--- src/rtl/bpu_pkg.sv ---
package bpu_pkg;
  typedef enum logic [1:0] {
    PE_IDLE = 2'd0,
    PE_LOW  = 2'd1,
    PE_HIGH = 2'd2
  } perr_st_t;
endpackage

--- src/rtl/bpu_par_gen.sv ---
module bpu_par_gen #(
  parameter int AD_W  = 32,
  parameter int CBE_W = 4
) (
  input  logic             clk,
  input  logic             rst_n,
  input  logic [AD_W-1:0]  ad_i,
  input  logic [CBE_W-1:0] cbe_n_i,
  input  logic             addr_ph_i,
  input  logic             irdy_i,
  input  logic             trdy_i,
  input  logic             wr_i,
  input  logic             own_mst_i,
  input  logic             own_tgt_i,
  output logic             par_o,
  output logic             par_oe_o
);
  localparam int TOT_W = AD_W + CBE_W;

  logic [TOT_W-1:0] lines;
  logic gen_now, par_d, par_q, oe_q;

  assign lines   = {ad_i, cbe_n_i};
  assign gen_now = (own_mst_i & (addr_ph_i | (wr_i & irdy_i)))
                 | (own_tgt_i & ~wr_i & trdy_i);

  always_comb begin
    par_d = par_q;
    if (gen_now) par_d = ^lines;
  end

  always_ff @(posedge clk or negedge rst_n) begin
    if (!rst_n) begin
      par_q <= 1'b0;
      oe_q  <= 1'b0;
    end else begin
      par_q <= par_d;
      oe_q  <= gen_now;
    end
  end

  assign par_o    = par_q;
  assign par_oe_o = oe_q;

  // parity drive only follows a cycle where this agent owned the lines
  p_oe_needs_owner_r3: assert property (@(posedge clk) disable iff (!rst_n)
    par_oe_o |-> $past(own_mst_i | own_tgt_i));
  // value holds across cycles that do not drive
  p_hold_when_idle_r4: assert property (@(posedge clk) disable iff (!rst_n)
    !$past(gen_now) |-> $stable(par_o));
endmodule

--- src/rtl/bpu_par_check.sv ---
module bpu_par_check #(
  parameter int AD_W  = 32,
  parameter int CBE_W = 4
) (
  input  logic             clk,
  input  logic             rst_n,
  input  logic [AD_W-1:0]  ad_i,
  input  logic [CBE_W-1:0] cbe_n_i,
  input  logic             par_i,
  input  logic             addr_ph_i,
  input  logic             irdy_i,
  input  logic             trdy_i,
  input  logic             devsel_i,
  input  logic             wr_i,
  input  logic             own_mst_i,
  input  logic             own_tgt_i,
  output logic             data_err_o,
  output logic             addr_err_o
);
  localparam int TOT_W = AD_W + CBE_W;

  logic [TOT_W-1:0] lines;
  logic calc_par, rx_data, rx_addr;
  logic dv_q, av_q, exp_q, exp_d;

  assign lines    = {ad_i, cbe_n_i};
  assign calc_par = ^lines;
  assign rx_data  = irdy_i & trdy_i & devsel_i & ~addr_ph_i
                  & ((own_tgt_i & wr_i) | (own_mst_i & ~wr_i));
  assign rx_addr  = addr_ph_i & ~own_mst_i;

  always_comb begin
    exp_d = exp_q;
    if (rx_data | rx_addr) exp_d = calc_par;
  end

  always_ff @(posedge clk or negedge rst_n) begin
    if (!rst_n) begin
      dv_q  <= 1'b0;
      av_q  <= 1'b0;
      exp_q <= 1'b0;
    end else begin
      dv_q  <= rx_data;
      av_q  <= rx_addr;
      exp_q <= exp_d;
    end
  end

  assign data_err_o = dv_q & (exp_q != par_i);
  assign addr_err_o = av_q & (exp_q != par_i);

  // a data error is only raised for a claimed, completed phase
  p_claim_before_err_r8: assert property (@(posedge clk) disable iff (!rst_n)
    data_err_o |-> $past(devsel_i & irdy_i & trdy_i));
  // own address phases are never checked
  p_no_self_addr_r9: assert property (@(posedge clk) disable iff (!rst_n)
    addr_err_o |-> !$past(own_mst_i));
endmodule

--- src/rtl/bpu_err_drive.sv ---
module bpu_err_drive
  import bpu_pkg::*;
(
  input  logic clk,
  input  logic rst_n,
  input  logic data_err_i,
  input  logic addr_err_i,
  input  logic report_en_i,
  output logic perr_n_o,
  output logic perr_oe_o,
  output logic serr_oe_o,
  output logic err_sticky_o
);
  perr_st_t st_q, st_d;
  logic serr_q, serr_d, sticky_q, sticky_d;

  always_comb begin
    st_d = PE_IDLE;
    if (data_err_i & report_en_i) st_d = PE_LOW;
    else if (st_q == PE_LOW)      st_d = PE_HIGH;
    serr_d   = addr_err_i & report_en_i & ~serr_q;
    sticky_d = sticky_q | data_err_i | addr_err_i;
  end

  always_ff @(posedge clk or negedge rst_n) begin
    if (!rst_n) begin
      st_q     <= PE_IDLE;
      serr_q   <= 1'b0;
      sticky_q <= 1'b0;
    end else begin
      st_q     <= st_d;
      serr_q   <= serr_d;
      sticky_q <= sticky_d;
    end
  end

  assign perr_n_o     = (st_q != PE_LOW);
  assign perr_oe_o    = (st_q != PE_IDLE);
  assign serr_oe_o    = serr_q;
  assign err_sticky_o = sticky_q;

  // release only after a high-driven clock
  p_high_before_release_r7: assert property (@(posedge clk) disable iff (!rst_n)
    $fell(perr_oe_o) |-> $past(perr_n_o));
  // system error lasts a single clock
  p_serr_single_r9: assert property (@(posedge clk) disable iff (!rst_n)
    serr_oe_o |=> !serr_oe_o);
  // error drive starts only while reporting is enabled
  p_perr_gated_r10: assert property (@(posedge clk) disable iff (!rst_n)
    $rose(perr_oe_o) |-> $past(report_en_i));
  p_serr_gated_r10: assert property (@(posedge clk) disable iff (!rst_n)
    serr_oe_o |-> $past(report_en_i));
  // sticky flag never clears outside reset
  p_sticky_keeps_r11: assert property (@(posedge clk) disable iff (!rst_n)
    !$fell(err_sticky_o));
endmodule

--- src/rtl/bpu_top.sv ---
module bpu_top #(
  parameter int AD_W  = 32,
  parameter int CBE_W = 4
) (
  input  logic             clk,
  input  logic             rst_n,
  input  logic [AD_W-1:0]  ad_i,
  input  logic [CBE_W-1:0] cbe_n_i,
  input  logic             par_i,
  input  logic             addr_ph_i,
  input  logic             irdy_i,
  input  logic             trdy_i,
  input  logic             devsel_i,
  input  logic             wr_i,
  input  logic             own_mst_i,
  input  logic             own_tgt_i,
  input  logic             report_en_i,
  output logic             par_o,
  output logic             par_oe_o,
  output logic             perr_n_o,
  output logic             perr_oe_o,
  output logic             serr_oe_o,
  output logic             err_sticky_o
);
  logic data_err, addr_err;

  bpu_par_gen #(.AD_W(AD_W), .CBE_W(CBE_W)) u_gen (
    .clk(clk), .rst_n(rst_n), .ad_i(ad_i), .cbe_n_i(cbe_n_i),
    .addr_ph_i(addr_ph_i), .irdy_i(irdy_i), .trdy_i(trdy_i), .wr_i(wr_i),
    .own_mst_i(own_mst_i), .own_tgt_i(own_tgt_i),
    .par_o(par_o), .par_oe_o(par_oe_o)
  );

  bpu_par_check #(.AD_W(AD_W), .CBE_W(CBE_W)) u_chk (
    .clk(clk), .rst_n(rst_n), .ad_i(ad_i), .cbe_n_i(cbe_n_i), .par_i(par_i),
    .addr_ph_i(addr_ph_i), .irdy_i(irdy_i), .trdy_i(trdy_i),
    .devsel_i(devsel_i), .wr_i(wr_i), .own_mst_i(own_mst_i),
    .own_tgt_i(own_tgt_i), .data_err_o(data_err), .addr_err_o(addr_err)
  );

  bpu_err_drive u_drv (
    .clk(clk), .rst_n(rst_n), .data_err_i(data_err), .addr_err_i(addr_err),
    .report_en_i(report_en_i), .perr_n_o(perr_n_o), .perr_oe_o(perr_oe_o),
    .serr_oe_o(serr_oe_o), .err_sticky_o(err_sticky_o)
  );

  // every low clock traces back to a claimed, completed phase two clocks earlier
  p_low_two_after_r5: assert property (@(posedge clk) disable iff (!rst_n)
    !perr_n_o |-> $past(devsel_i & irdy_i & trdy_i, 2));
  // the line is only low while it is driven
  p_low_is_driven_r5: assert property (@(posedge clk) disable iff (!rst_n)
    !perr_n_o |-> perr_oe_o);
endmodule

--- config.mk ---
export PLATFORM = sky130hd
export DESIGN_NAME = bpu_top
export DESIGN_NICKNAME = d
export VERILOG_FILES = /design/src/rtl/bpu_pkg.sv /design/src/rtl/bpu_par_gen.sv /design/src/rtl/bpu_par_check.sv /design/src/rtl/bpu_err_drive.sv /design/src/rtl/bpu_top.sv
export SDC_FILE = /design/constraint.sdc
export NUM_CORES = 1
export LEC_CHECK = 0
export BUFFER_PORTS_ARGS = -buffer_cell sky130_fd_sc_hd__buf_2
export CORE_UTILIZATION = 34
export DETAILED_ROUTE_END_ITERATION = 6
export MAX_ROUTING_LAYER = met4
export PLACE_DENSITY = 0.7
export SETUP_SLACK_MARGIN = 0.02
export SLEW_MARGIN = 20
export SYNTH_ARGS = -nofsm -noshare
export SYNTH_HDL_FRONTEND = slang
export SYNTH_SLANG_ARGS = --single-unit
--- constraint.sdc ---
create_clock -name clk -period 1 [get_ports clk]
set_clock_uncertainty 0.1 [all_clocks]
set_input_delay 0.1 -clock clk [delete_from_list [all_inputs] [get_ports clk]]
set_output_delay 0.1 -clock clk [all_outputs]
set_load 0.02 [all_outputs]
=== After elaboration in Yosys (flattened, before gate mapping) ===
Cells that the tools add are included.
Widths: inputs -> output; s select.

* Eq/ne operators: 3
* Mux-type cells: 2
* Bitwise gates (word level): 26
* Reduce and logical (&&, ||, !) cells: 2

{| class="wikitable"
|+ Operators by type and width
! kind !! number
|-
| $reduce_xor 36->1 || 1
|-
| $and 1x1->1 || 16
|-
| $or 1x1->1 || 6
|-
| $mux 2 || 2
|-
| $not 1->1 || 4
|-
| $eq 2x1->1 const B || 1
|-
| $ne 2x1->1 const B || 1
|-
| $reduce_bool 2->1 || 1
|-
| $ne 1x1->1 || 1
|}

* Flip-flop bits (word level): 9
* Bits of input ports: 47
* Output and inout port bits: 6

=== Depth between registers and ports, before layout ===
* Depth after elaboration: 5
* Gate-level depth with buffers: 6
* Depth with buffers taken out: 6

=== By module ===
A second synthesis with hierarchy kept.

* Cells, all modules: 98
* Area total of the unflattened synthesis: 991.0 um2

{| class="wikitable"
|+ Modules (own cells, without submodules)
! module !! times used !! cells an instance !! area each (um2) !! sequential area each (um2)
|-
| bpu_par_check || 1 || 46 || 459.2 || 75.1
|-
| bpu_par_gen || 1 || 41 || 395.4 || 50.0
|-
| bpu_err_drive || 1 || 11 || 136.4 || 100.1
|}

=== Worst setup path before layout ===
OpenSTA, ideal clock, no wires.

* Kind: input to register
* From: input ad_i[22]
* To: register u_chk.exp_q
* Data arrival time: 1.363 ns
* Data required time: 0.773 ns
* Path slack: -0.591 ns
* Stages on the path: 6
* Buffers on the path: 0
* Cell sequence: xor2_1 > xnor2_1 > xnor2_1 > xnor3_1 > xnor2_1 > mux2_1

* Cells in the longest elaborated chain, start to end: 1

{| class="wikitable"
|+ Ends and longest elaborated chain
! element !! RTL line !! RTL
|-
| start: declaration || bpu_top.sv:7 || <nowiki>input logic [AD_W-1:0] ad_i,</nowiki>
|-
| $reduce_xor 36->1 || bpu_par_check.sv:27 || <nowiki>assign calc_par = ^lines;</nowiki>
|-
| end signal: assignment || bpu_par_check.sv:45 || <nowiki>exp_q <= exp_d;</nowiki>
|-
| end: declaration || bpu_par_check.sv:24 || <nowiki>logic dv_q, av_q, exp_q, exp_d;</nowiki>
|}

Every way passes these cells.
A chain may end at the register's enable or synchronous reset.

=== Final worst setup path ===
* From: input ad_i[13]
* To: register u_chk.exp_q

Same word-level chain as after synthesis.

==> run_summary.xml <==
<?xml version="1.0" encoding="UTF-8"?>
<metrics>
  <group name="outcome">
    <metric name="outcome" unit="">complete, but fails checks</metric>
    <metric name="failed_checks" unit="">hold timing, setup timing</metric>
  </group>
  <group name="logic_synthesis">
    <metric name="yosys_register_bits" unit="">9</metric>
    <metric name="synthesis.area_per_instance" unit="um2">10.9</metric>
    <metric name="seq_area_frac_synth" unit="%">33.5</metric>
    <metric name="synthCells" unit="">62</metric>
    <metric name="yosysWarningCount" unit="">0</metric>
    <metric name="synthesized_nets" unit="">109</metric>
    <metric name="yosysUniqueCellTypes" unit="">19</metric>
    <metric name="syn_area" unit="um2">673</metric>
  </group>
  <group name="sta">
    <metric name="rsz0062_at_grt" unit="">true</metric>
    <metric name="worstMarginPinSlew" unit="ns">0.318</metric>
    <metric name="period_minus_slack" unit="ns">1.47</metric>
    <metric name="final.hold.worst_slack" unit="ns">-0.0460</metric>
    <metric name="final_min_period_over_clock_period" unit="%">147</metric>
    <metric name="setup_violations" unit="">5</metric>
    <metric name="report.final.slew_viol_count" unit="">0</metric>
    <metric name="clock.fmax" unit="MHz">680</metric>
    <metric name="hold_violations" unit="">1</metric>
    <metric name="slew_headroom" unit="%">78.6</metric>
    <metric name="worst_slack" unit="ns">-0.470</metric>
  </group>
  <group name="critical_path">
    <metric name="worstPathMaxFanout" unit="">2</metric>
    <metric name="timing.critical_path.arrival" unit="ns">1.50</metric>
    <metric name="critical_path.top_delay_family" unit="">XOR/XNOR gates</metric>
    <metric name="path_common_cell" unit="">sky130_fd_sc_hd__xnor2_1</metric>
    <metric name="cp-start-kind" unit="">input pin</metric>
    <metric name="cp_cell_sequence" unit="">buf_6 &gt; xor2_1 &gt; xnor2_1 &gt; xnor2_1 &gt; xnor3_1 &gt; xnor2_1 &gt; mux2_4</metric>
    <metric name="critPathSlowestCell" unit="">sky130_fd_sc_hd__xnor3_1</metric>
    <metric name="worst_setup_path_endpoint" unit="">u_chk.exp_q$_DFFE_PN0P_</metric>
    <metric name="regToRegEndpoint" unit="">u_drv.st_q[1]$_DFF_PN0_</metric>
    <metric name="crit_buf_inv" unit="">1</metric>
    <metric name="path_depth" unit="">7</metric>
    <metric name="cp-startpoint" unit="">ad_i[13]</metric>
    <metric name="endpoint_kind" unit="">register</metric>
    <metric name="worst-setup-path-type" unit="">input pin to register</metric>
    <metric name="critical-path-max-stage-delay" unit="ns">0.42</metric>
    <metric name="rr_startpoint" unit="">u_chk.exp_q$_DFFE_PN0P_</metric>
    <metric name="required_arrival_time_at_the_worst_endpoint" unit="ns">1.03</metric>
    <metric name="ff_to_ff_path_depth" unit="">3</metric>
    <metric name="ff2ff_setup_slack" unit="ns">-0.01</metric>
  </group>
  <group name="layout">
    <metric name="ratio_of_cells_with_drive_above_1_in_the_final_layout" unit="%">56.9</metric>
    <metric name="finish.instance_area" unit="mm2">0.00115</metric>
    <metric name="layout_common_cells" unit="">sky130_fd_sc_hd__buf_2 (42), sky130_fd_sc_hd__xnor2_1 (25), sky130_fd_sc_hd__buf_6 (11), sky130_fd_sc_hd__dfrtp_1 (9)</metric>
    <metric name="stdcell_count" unit="">148</metric>
    <metric name="antenna_cells_inserted" unit="">0</metric>
    <metric name="final_common_cell" unit="">sky130_fd_sc_hd__buf_2</metric>
    <metric name="nets" unit="">171</metric>
    <metric name="area_growth_syn_to_layout" unit="%">71.2</metric>
  </group>
  <group name="power">
    <metric name="power-per-cell-area" unit="mW/mm2">1410</metric>
    <metric name="ir_worst_vdd" unit="uV">791</metric>
    <metric name="switching_share" unit="%">29.0</metric>
    <metric name="internal-power" unit="mW">1.15</metric>
    <metric name="p_switching" unit="mW">0.470</metric>
    <metric name="power.sequential.fraction" unit="%">28.8</metric>
    <metric name="clockPowerShare" unit="%">15.9</metric>
    <metric name="p_leak" unit="nW">0.557</metric>
    <metric name="comb_power_share" unit="%">55.3</metric>
  </group>
  <group name="floorplan">
    <metric name="floorplan.die_area" unit="mm2">0.00216</metric>
    <metric name="initial_utilization" unit="%">37.8</metric>
    <metric name="die_span_in_x" unit="um">46.5</metric>
    <metric name="die_height" unit="um">46.5</metric>
    <metric name="io-pin-count" unit="">53</metric>
    <metric name="core" unit="mm2">0.00178</metric>
    <metric name="placementRows" unit="">15</metric>
  </group>
  <group name="cts">
    <metric name="hold_buffers" unit="">1</metric>
    <metric name="cts_num_sinks" unit="">9</metric>
    <metric name="clock_pin_slew_on_the_worst_setup_and_hold_paths" unit="ns">0.05</metric>
    <metric name="cts_inserted_buffers" unit="">3</metric>
    <metric name="clk-insertion-delay-late" unit="ns">0.25</metric>
    <metric name="cts.path.max_buffers" unit="">2</metric>
    <metric name="cts_root_buf" unit="">sky130_fd_sc_hd__clkbuf_4</metric>
    <metric name="ctsHtreeMaxLevel" unit="">1</metric>
    <metric name="tritoncts" unit="">done</metric>
  </group>
  <group name="place">
    <metric name="postPlaceCellArea" unit="um2">983</metric>
    <metric name="gp_congestion" unit="">0.647</metric>
    <metric name="io_buffers" unit="">52</metric>
    <metric name="place.detailed.hpwl" unit="um">1120</metric>
    <metric name="numPlacedInstances" unit="">140</metric>
  </group>
  <group name="global_route">
    <metric name="grt_start_max_net_pins" unit="">10</metric>
    <metric name="grt_usage" unit="%">13.8</metric>
    <metric name="first_global_vias" unit="">579</metric>
    <metric name="antenna_found_initial" unit="">0</metric>
    <metric name="total_global_routing_overflow" unit="">0</metric>
    <metric name="global_route_wire_length_before_repair" unit="um">2010</metric>
  </group>
  <group name="detailed_routing">
    <metric name="vias" unit="">634</metric>
    <metric name="routed_via_density" unit="">4.28</metric>
    <metric name="drtPass1Iterations" unit="">3</metric>
    <metric name="routed_wl" unit="um">1410</metric>
    <metric name="post-route-drc-count" unit="">0</metric>
    <metric name="route.detailed.wl_per_inst" unit="um">9.54</metric>
    <metric name="drt_first_iter_violations" unit="">3</metric>
    <metric name="drtAntennaViolNets" unit="">0</metric>
  </group>
  <group name="run">
    <metric name="maxcap_violations" unit="">0</metric>
  </group>
  <group name="hold_path">
    <metric name="hold_path.startpoint" unit="">own_mst_i</metric>
    <metric name="min_path_type" unit="">input pin to register</metric>
  </group>
</metrics>
## worst reg2reg max path, delay by kind of cell, from the launching register on
family / cells / cell delay, ns
xor gates and xnor gates: 1 / 0.16
and+or+nand+nor: 2 / 0.24
DFF: 1 / 0.40
## metal layers
layer | global-route usage, % | routed length, um
met1 | 12.2 | 480
met2 | 26.1 | 829
met3 | 3.53 | 103
met4 | 7.06 | 0
met5 | - | 0
## through the flow
stage | power (mW) | setup slack [ns] | util [%] | TNS, ns
floorplan | 1.04 | -0.564 | - | -1.12
global placement | 1.25 | -0.726 | 55.2 | -1.47
detailed placement | 1.26 | -0.749 | 55.2 | -1.52
CTS | 1.62 | -0.459 | 62.4 | -1.27
global route | 1.74 | -0.501 | 64.6 | -1.58
finish | 1.62 | -0.470 | 64.6 | -1.29
## kinds of logic after synthesis
group                     share of synthesized area, %
AOI/OAI and AO/OA                                 2.23
xor gates and xnor gates                          48.7
buffers and inverters                            0.557
DFF                                               33.5
muxes                                             4.83
and+or+nand+nor                                   10.2
## synthesized netlist by cell type
master | n | area, um2
sky130_fd_sc_hd__xnor2_2 | 1 | 16.3
sky130_fd_sc_hd__xnor3_1 | 1 | 22.5
sky130_fd_sc_hd__xnor2_1 | 28 | 245
sky130_fd_sc_hd__nand2b_1 | 2 | 12.5
sky130_fd_sc_hd__nand3b_1 | 1 | 7.51
sky130_fd_sc_hd__and4b_1 | 1 | 10.0
sky130_fd_sc_hd__mux2_2 | 1 | 11.3
sky130_fd_sc_hd__and3_1 | 1 | 6.26
sky130_fd_sc_hd__mux2_1 | 1 | 11.3
sky130_fd_sc_hd__xor2_1 | 5 | 43.8
sky130_fd_sc_hd__dfrtp_1 | 9 | 225
sky130_fd_sc_hd__nor2b_1 | 1 | 6.26
sky130_fd_sc_hd__nor2_1 | 3 | 11.3
sky130_fd_sc_hd__inv_1 | 1 | 3.75
sky130_fd_sc_hd__a21oi_1 | 1 | 5.00
sky130_fd_sc_hd__nand4b_1 | 1 | 8.76
sky130_fd_sc_hd__mux2i_1 | 1 | 10.0
sky130_fd_sc_hd__or2_2 | 1 | 6.26
sky130_fd_sc_hd__o21ai_0 | 2 | 10.0
## what timing repair did
item	CTS	global route
buffers inserted	1	2
endpoints found under the hold margin	10	1
setup endpoints to repair	8	12
pin swaps	5	2
resized for setup	19	7
gates cloned	0	0
## worst min path at each step
stage | depth (start not counted) | to
6_report | 2 | u_chk.av_q$_DFF_PN0_
4_1_cts | 2 | u_chk.av_q$_DFF_PN0_
2_1_floorplan | 0 | u_chk.av_q$_DFF_PN0_
5_1_grt | 2 | u_chk.av_q$_DFF_PN0_
3_3_place_gp | 1 | u_drv.serr_oe_o$_DFF_PN0_
3_5_place_dp | 1 | u_drv.serr_oe_o$_DFF_PN0_
## state kept, by name (all words and copies together), names as in the netlist
name                cells
u_drv.err_sticky_o      1
u_drv.st_q              2
u_chk.exp_q             1
u_gen.par_oe_o          1
u_gen.par_o             1
u_chk.av_q              1
u_chk.dv_q              1
u_drv.serr_oe_o         1
## power groups by stage
stage / sequential, mW / clock, mW / combinational (mW)
after floorplan: 0.488 / 0 / 0.553
after global placement: 0.458 / 0 / 0.789
after detailed placement: 0.459 / 0 / 0.803
after CTS: 0.460 / 0.271 / 0.893
after global routing: 0.474 / 0.306 / 0.961
final: 0.467 / 0.259 / 0.897
## final cells by class
type                    count  area [um2]
well taps                  25        31.3
fillers                   148         631
flip-flops and latches      9         225
multi-input cells          52         499
repair buffers             57         367
clock buffers               4        26.3
inverters                   1        3.75
No activity file was read; power rests on OpenSTA's default activity.
